### config.mk
export PLATFORM = sky130hd
export DESIGN_NAME = wfetch_unit
export DESIGN_NICKNAME = d
export VERILOG_FILES = /design/src/rtl/wfetch_pkg.sv /design/src/rtl/wfetch_sel.sv /design/src/rtl/wfetch_next_pc.sv /design/src/rtl/wfetch_pc_reg.sv /design/src/rtl/wfetch_imem.sv /design/src/rtl/wfetch_unit.sv
export SDC_FILE = /design/constraint.sdc
export NUM_CORES = 2
export LEC_CHECK = 0
export BUFFER_PORTS_ARGS = -buffer_cell sky130_fd_sc_hd__buf_2
export CAP_MARGIN = 10
export CORE_UTILIZATION = 33
export DETAILED_ROUTE_END_ITERATION = 12
export PLACE_DENSITY = 0.51
export SYNTH_ARGS = -nofsm -noshare
export SYNTH_HDL_FRONTEND = slang
export SYNTH_HIERARCHICAL = 1
export SYNTH_SLANG_ARGS = --single-unit
export TNS_END_PERCENT = 1
### constraint.sdc
create_clock -name clk -period 6.45 [get_ports clk]
set_input_delay 0.645 -clock clk [delete_from_list [all_inputs] [get_ports clk]]
set_output_delay 0.645 -clock clk [all_outputs]
set_load 0.01 [all_outputs]
### src/rtl/wfetch_pkg.sv
package wfetch_pkg;

  typedef enum logic [1:0] {
    SEL_SEQ    = 2'd0,
    SEL_BRANCH = 2'd1,
    SEL_JUMP   = 2'd2
  } pc_sel_e;

  localparam int unsigned DEF_PC_W    = 30;
  localparam int unsigned DEF_IMM_W   = 16;
  localparam int unsigned DEF_TGT_W   = 26;
  localparam int unsigned DEF_INSTR_W = 32;
  localparam int unsigned DEF_IMEM_AW = 6;

endpackage

### src/rtl/wfetch_sel.sv
module wfetch_sel
  import wfetch_pkg::*;
(
  input  logic    branch,
  input  logic    zero,
  input  logic    jump,
  output pc_sel_e sel,
  output logic    take_branch,
  output logic    take_jump
);

  // jump outranks a taken branch
  always_comb begin
    take_jump   = jump;
    take_branch = branch & zero & ~jump;
    if (take_jump)
      sel = SEL_JUMP;
    else if (take_branch)
      sel = SEL_BRANCH;
    else
      sel = SEL_SEQ;
  end

endmodule

### src/rtl/wfetch_next_pc.sv
module wfetch_next_pc
  import wfetch_pkg::*;
#(
  parameter int unsigned PC_W  = DEF_PC_W,
  parameter int unsigned IMM_W = DEF_IMM_W,
  parameter int unsigned TGT_W = DEF_TGT_W
) (
  input  logic [PC_W-1:0]  pc_cur,
  input  pc_sel_e          sel,
  input  logic [IMM_W-1:0] imm,
  input  logic [TGT_W-1:0] tgt,
  output logic [PC_W-1:0]  seq_pc,
  output logic [PC_W-1:0]  pc_nxt
);

  localparam int unsigned UPPER_W = PC_W - TGT_W;

  function automatic logic [PC_W-1:0] step_one(input logic [PC_W-1:0] p);
    return p + PC_W'(1);
  endfunction

  function automatic logic [PC_W-1:0] sext_off(input logic [IMM_W-1:0] o);
    return PC_W'($signed(o));
  endfunction

  function automatic logic [PC_W-1:0] jump_dest(input logic [PC_W-1:0] p,
                                                input logic [TGT_W-1:0] t);
    return {p[PC_W-1 -: UPPER_W], t};
  endfunction

  logic [PC_W-1:0] br_pc;
  logic [PC_W-1:0] jmp_pc;

  always_comb begin
    seq_pc = step_one(pc_cur);
    br_pc  = seq_pc + sext_off(imm);
    jmp_pc = jump_dest(pc_cur, tgt);
    case (sel)
      SEL_BRANCH: pc_nxt = br_pc;
      SEL_JUMP:   pc_nxt = jmp_pc;
      default:    pc_nxt = seq_pc;
    endcase
  end

endmodule

### src/rtl/wfetch_pc_reg.sv
module wfetch_pc_reg #(
  parameter int unsigned PC_W = 30
) (
  input  logic            clk,
  input  logic            rst,
  input  logic [PC_W-1:0] d,
  output logic [PC_W-1:0] q
);

  always_ff @(posedge clk) begin
    if (rst) q <= '0;
    else     q <= d;
  end

endmodule

### src/rtl/wfetch_imem.sv
module wfetch_imem #(
  parameter int unsigned AW = 6,
  parameter int unsigned DW = 32
) (
  input  logic          clk,
  input  logic          we,
  input  logic [AW-1:0] waddr,
  input  logic [DW-1:0] wdata,
  input  logic [AW-1:0] raddr,
  output logic [DW-1:0] rdata
);

  localparam int unsigned DEPTH = 1 << AW;

  logic [DW-1:0] mem [DEPTH];

  always_ff @(posedge clk) begin
    if (we) mem[waddr] <= wdata;
  end

  assign rdata = mem[raddr];

endmodule

### src/rtl/wfetch_unit.sv
module wfetch_unit
  import wfetch_pkg::*;
#(
  parameter int unsigned PC_W    = DEF_PC_W,
  parameter int unsigned IMM_W   = DEF_IMM_W,
  parameter int unsigned TGT_W   = DEF_TGT_W,
  parameter int unsigned INSTR_W = DEF_INSTR_W,
  parameter int unsigned IMEM_AW = DEF_IMEM_AW
) (
  input  logic                clk,
  input  logic                rst,
  input  logic                branch,
  input  logic                zero,
  input  logic                jump,
  input  logic [IMM_W-1:0]    imm16,
  input  logic [TGT_W-1:0]    jtarget,
  input  logic                load_en,
  input  logic [IMEM_AW-1:0]  load_addr,
  input  logic [INSTR_W-1:0]  load_data,
  output logic [PC_W+1:0]     fetch_addr,
  output logic [PC_W-1:0]     pc,
  output logic [INSTR_W-1:0]  instr
);

  pc_sel_e         sel_w;
  logic            take_branch_w;
  logic            take_jump_w;
  logic [PC_W-1:0] seq_pc_w;
  logic [PC_W-1:0] pc_nxt_w;

  wfetch_sel u_sel (
    .branch      (branch),
    .zero        (zero),
    .jump        (jump),
    .sel         (sel_w),
    .take_branch (take_branch_w),
    .take_jump   (take_jump_w)
  );

  wfetch_next_pc #(
    .PC_W  (PC_W),
    .IMM_W (IMM_W),
    .TGT_W (TGT_W)
  ) u_npc (
    .pc_cur (pc),
    .sel    (sel_w),
    .imm    (imm16),
    .tgt    (jtarget),
    .seq_pc (seq_pc_w),
    .pc_nxt (pc_nxt_w)
  );

  wfetch_pc_reg #(.PC_W(PC_W)) u_pc (
    .clk (clk),
    .rst (rst),
    .d   (pc_nxt_w),
    .q   (pc)
  );

  wfetch_imem #(.AW(IMEM_AW), .DW(INSTR_W)) u_mem (
    .clk   (clk),
    .we    (load_en),
    .waddr (load_addr),
    .wdata (load_data),
    .raddr (pc[IMEM_AW-1:0]),
    .rdata (instr)
  );

  assign fetch_addr = {pc, 2'b00};

endmodule

==> Flow_metrics.wiki <==
{| class="wikitable"
! Metric !! Value
|-
| Result of the run || completed
|-
| Headroom to the max-slew limit || approximately 18%
|-
| Count of yosys warnings during synthesis || 6
|-
| Boundary pin count || 180
|-
| Total count of hold-check failures in the final report || 0
|-
| Total negative slack || 0 ps
|-
| Maximum number of buffers from clock root to sink || 3
|-
| Cell depth of the worst setup path || 8
|-
| Path depth of the worst reg2reg path || 13
|-
| Clock Sinks || 2078
|-
| Number of rows created at floorplan || ~180
|-
| Routed wire length per instance || approximately 29 um
|-
| Arrival time at the worst endpoint || 5100 ps
|-
| Worst min path class || in -> reg
|-
| Ratio of final minimum period to clock period || between 80 and 90%
|-
| Initial DRC count || 3790
|-
| Clock Skew || roughly 10 ps
|-
| Mean number of vias per cell || around 5.3
|-
| Placer's final routability congestion estimate || slightly above 0.8
|-
| Maximum capacitance violations || 0
|-
| RSZ-0062 raised after global routing || no
|-
| Largest delay share family, worst path || multiplexers
|-
| Setup crit end kind || output port
|-
| Required arrival time at the worst endpoint || around 5800 ps
|-
| Initial DRT Pass Iterations || 5
|-
| Clk pwr share || between 40% and 50%
|-
| Antenna violations before repair || 16
|-
| Final critical delay including setup and external delays || between 5000 and 6000 ps
|-
| Synthesized netlist cell count || 3814
|-
| Clock latency of the later-clocked register in the worst-skew pair || around 860 ps
|-
| Sw power || between 0.006 and 0.007 W
|-
| Area growth from synthesis to layout || 14.6%
|-
| Sw Share || 23.2%
|-
| Post-route DRC violation count || 0
|-
| Cell breakdown of the critical path || buf_12 -> buf_12 -> mux4_2 -> mux2i_1 -> nand3b_1 -> a31oi_1 -> nor2_1 -> buf_2
|-
| Post-synthesis instance area || slightly above 80000 um2
|-
| Global router's overall resource usage || roughly 18%
|-
| Design Power || between 0.02 and 0.03 W
|-
| Share of post-route cells with drive strength above 1 || 29.6%
|-
| Clock tree from TritonCTS || yes
|-
| Cell type with the highest occurrence count on the critical path || sky130_fd_sc_hd__buf_12
|-
| HPWL after DPL || 128000 um
|-
| Footprint of the multi-input gates || ~19000 um2
|-
| Fmax || 174 MHz
|-
| Reported leakage power || just under 30 nW
|-
| Buffer type at the clock tree root || sky130_fd_sc_hd__clkbuf_16
|-
| Combinational Power Share || ~8.6%
|-
| Largest net degree at the start of global routing || 78
|-
| Cts-stage hold buffer count || 0
|-
| Most common cell after layout, fill and taps aside || sky130_fd_sc_hd__edfxtp_1
|-
| Initial core utilization || around a third
|-
| Net total in the final layout || 4221
|-
| Die boundary height || 501 um
|-
| Count of fill cells added during filler insertion || roughly 22k
|-
| Pint || around 0.023 W
|-
| Cell with the largest stage delay on the worst path || sky130_fd_sc_hd__dfxtp_4
|-
| Worst path buffer plus inverter count || 3
|-
| Power per standard cell area || ~310 nW/um2
|-
| Area taken by flip-flops and latches || about 62000 um2
|-
| Critical setup path kind || reg -> out
|-
| Clock Pin Slew Worst Setup and Hold Paths || 60 ps
|-
| Wire length of the first global-routing pass || between 300000 and 400000 um
|-
| Count of final setup violators || 0
|-
| CTS-repair resized insts || 0
|-
| Via count of the first global-routing pass || between 40k and 50k
|-
| Post-CTS Repair Setup Buffers || 0
|-
| Max rail drop VDD || roughly 0.27 mV
|-
| Floorplan core area || 246000 um2
|-
| Overall overflow remaining after global route || 0
|-
| Routed wire length || about 220000 um
|-
| Total number of vias || 40.4k
|-
| Mean post-synth cell area || 21.5 um2
|-
| Antenna-violating nets left || 0
|-
| Least-Margin Pin Slew || 1230 ps
|-
| CTS HTree Levels || 4
|-
| CP Launch Type || flip-flop
|-
| Slowest stage delay, CP || ~740 ps
|-
| Max-slew violation count || 0
|-
| Highest-count cells in the layout ignoring fill and taps || sky130_fd_sc_hd__edfxtp_1 (2048), sky130_fd_sc_hd__mux4_2 (544), sky130_fd_sc_hd__clkbuf_16 (214), sky130_fd_sc_hd__buf_2 (177), sky130_fd_sc_hd__buf_4 (118)
|-
| Cts bufs inserted || 213
|-
| Port buffer count || around 180
|-
| Horiz. Die Dim || roughly 500 um
|-
| Max Fanout on Critical Path || 39
|-
| Die area || 251000 um2
|-
| End-of-flow core utilization || between 30% and 40%
|-
| Worst Hold Depth || 4
|-
| Register share of total power || 51.2%
|}
## metal layers
layer	global-route usage (%)	vias to the layer above	part of all wire, %
li1	-	16647	-
met1	25.4	22152	44
met2	28.4	1319	48
met3	2.79	307	5.9
met4	4.05	4	1.9
met5	0	-	0.012
## area by class of cell
| cell class | instances | share of cell area (%) |
|---|---|---|
| sequential | 2078 | 66.1 |
| multi-input combinational | 1483 | 20.2 |
| clock buffer | 257 | 5.87 |
| tap | 3312 | 4.41 |
| timing repair buffer | 308 | 2.16 |
| clock inverter | 127 | 1.17 |
| inverter | 13 | 0.0519 |
| antenna | 5 | 0.0133 |
## power groups by stage
stage          clock, W  combinational [W]  sequential [W]
4_1_cts          0.0121            0.00259          0.0150
6_report         0.0118            0.00254          0.0150
3_3_place_gp          0            0.00258          0.0153
5_1_grt          0.0125            0.00271          0.0150
3_5_place_dp          0            0.00259          0.0153
2_1_floorplan         0            0.00158          0.0153
## worst register-to-register path, cell delays in order (launching register included)
cell	delay (ps)
sky130_fd_sc_hd__dfxtp_4	840
sky130_fd_sc_hd__nand3_1	340
sky130_fd_sc_hd__nor3_4	600
sky130_fd_sc_hd__and2_1	300
sky130_fd_sc_hd__nand3_1	110
sky130_fd_sc_hd__xnor2_1	190
sky130_fd_sc_hd__ha_1	440
sky130_fd_sc_hd__nand4_2	180
sky130_fd_sc_hd__or3_4	380
sky130_fd_sc_hd__or4_4	490
sky130_fd_sc_hd__o21ai_2	150
sky130_fd_sc_hd__xor2_1	150
sky130_fd_sc_hd__o21ai_1	70
sky130_fd_sc_hd__nor2b_2	170
## metrics by stage
stage | cell area (um2) | hold slack (ps) | setup WS [ps] | cells
2_1_floorplan | 82000 | 647 | 2650 | 3815
5_1_grt | 94000 | 110 | 514 | 7579
3_5_place_dp | 87300 | 732 | 1270 | 7194
6_report | 94000 | 145 | 703 | 7583
3_3_place_gp | 87300 | 745 | 1280 | 7194
4_1_cts | 94000 | 68.7 | 320 | 7578
## registers in the layout, summed over array words and instances, names as in the netlist
register,count
u_pc/q,30
u_mem/mem,2048
## worst paths after layout
path                         startpoint                     to  slack (ps)
hold / removal              jtarget[16]  u_pc/q[16]$_SDFF_PP0_         140
setup / recovery   u_pc/q[0]$_SDFF_PP0_              instr[18]         700
hold reg to reg   u_pc/q[26]$_SDFF_PP0_  u_pc/q[26]$_SDFF_PP0_         730
setup reg to reg   u_pc/q[1]$_SDFF_PP0_  u_pc/q[29]$_SDFF_PP0_        1920
No activity file was read; power rests on OpenSTA's default activity.
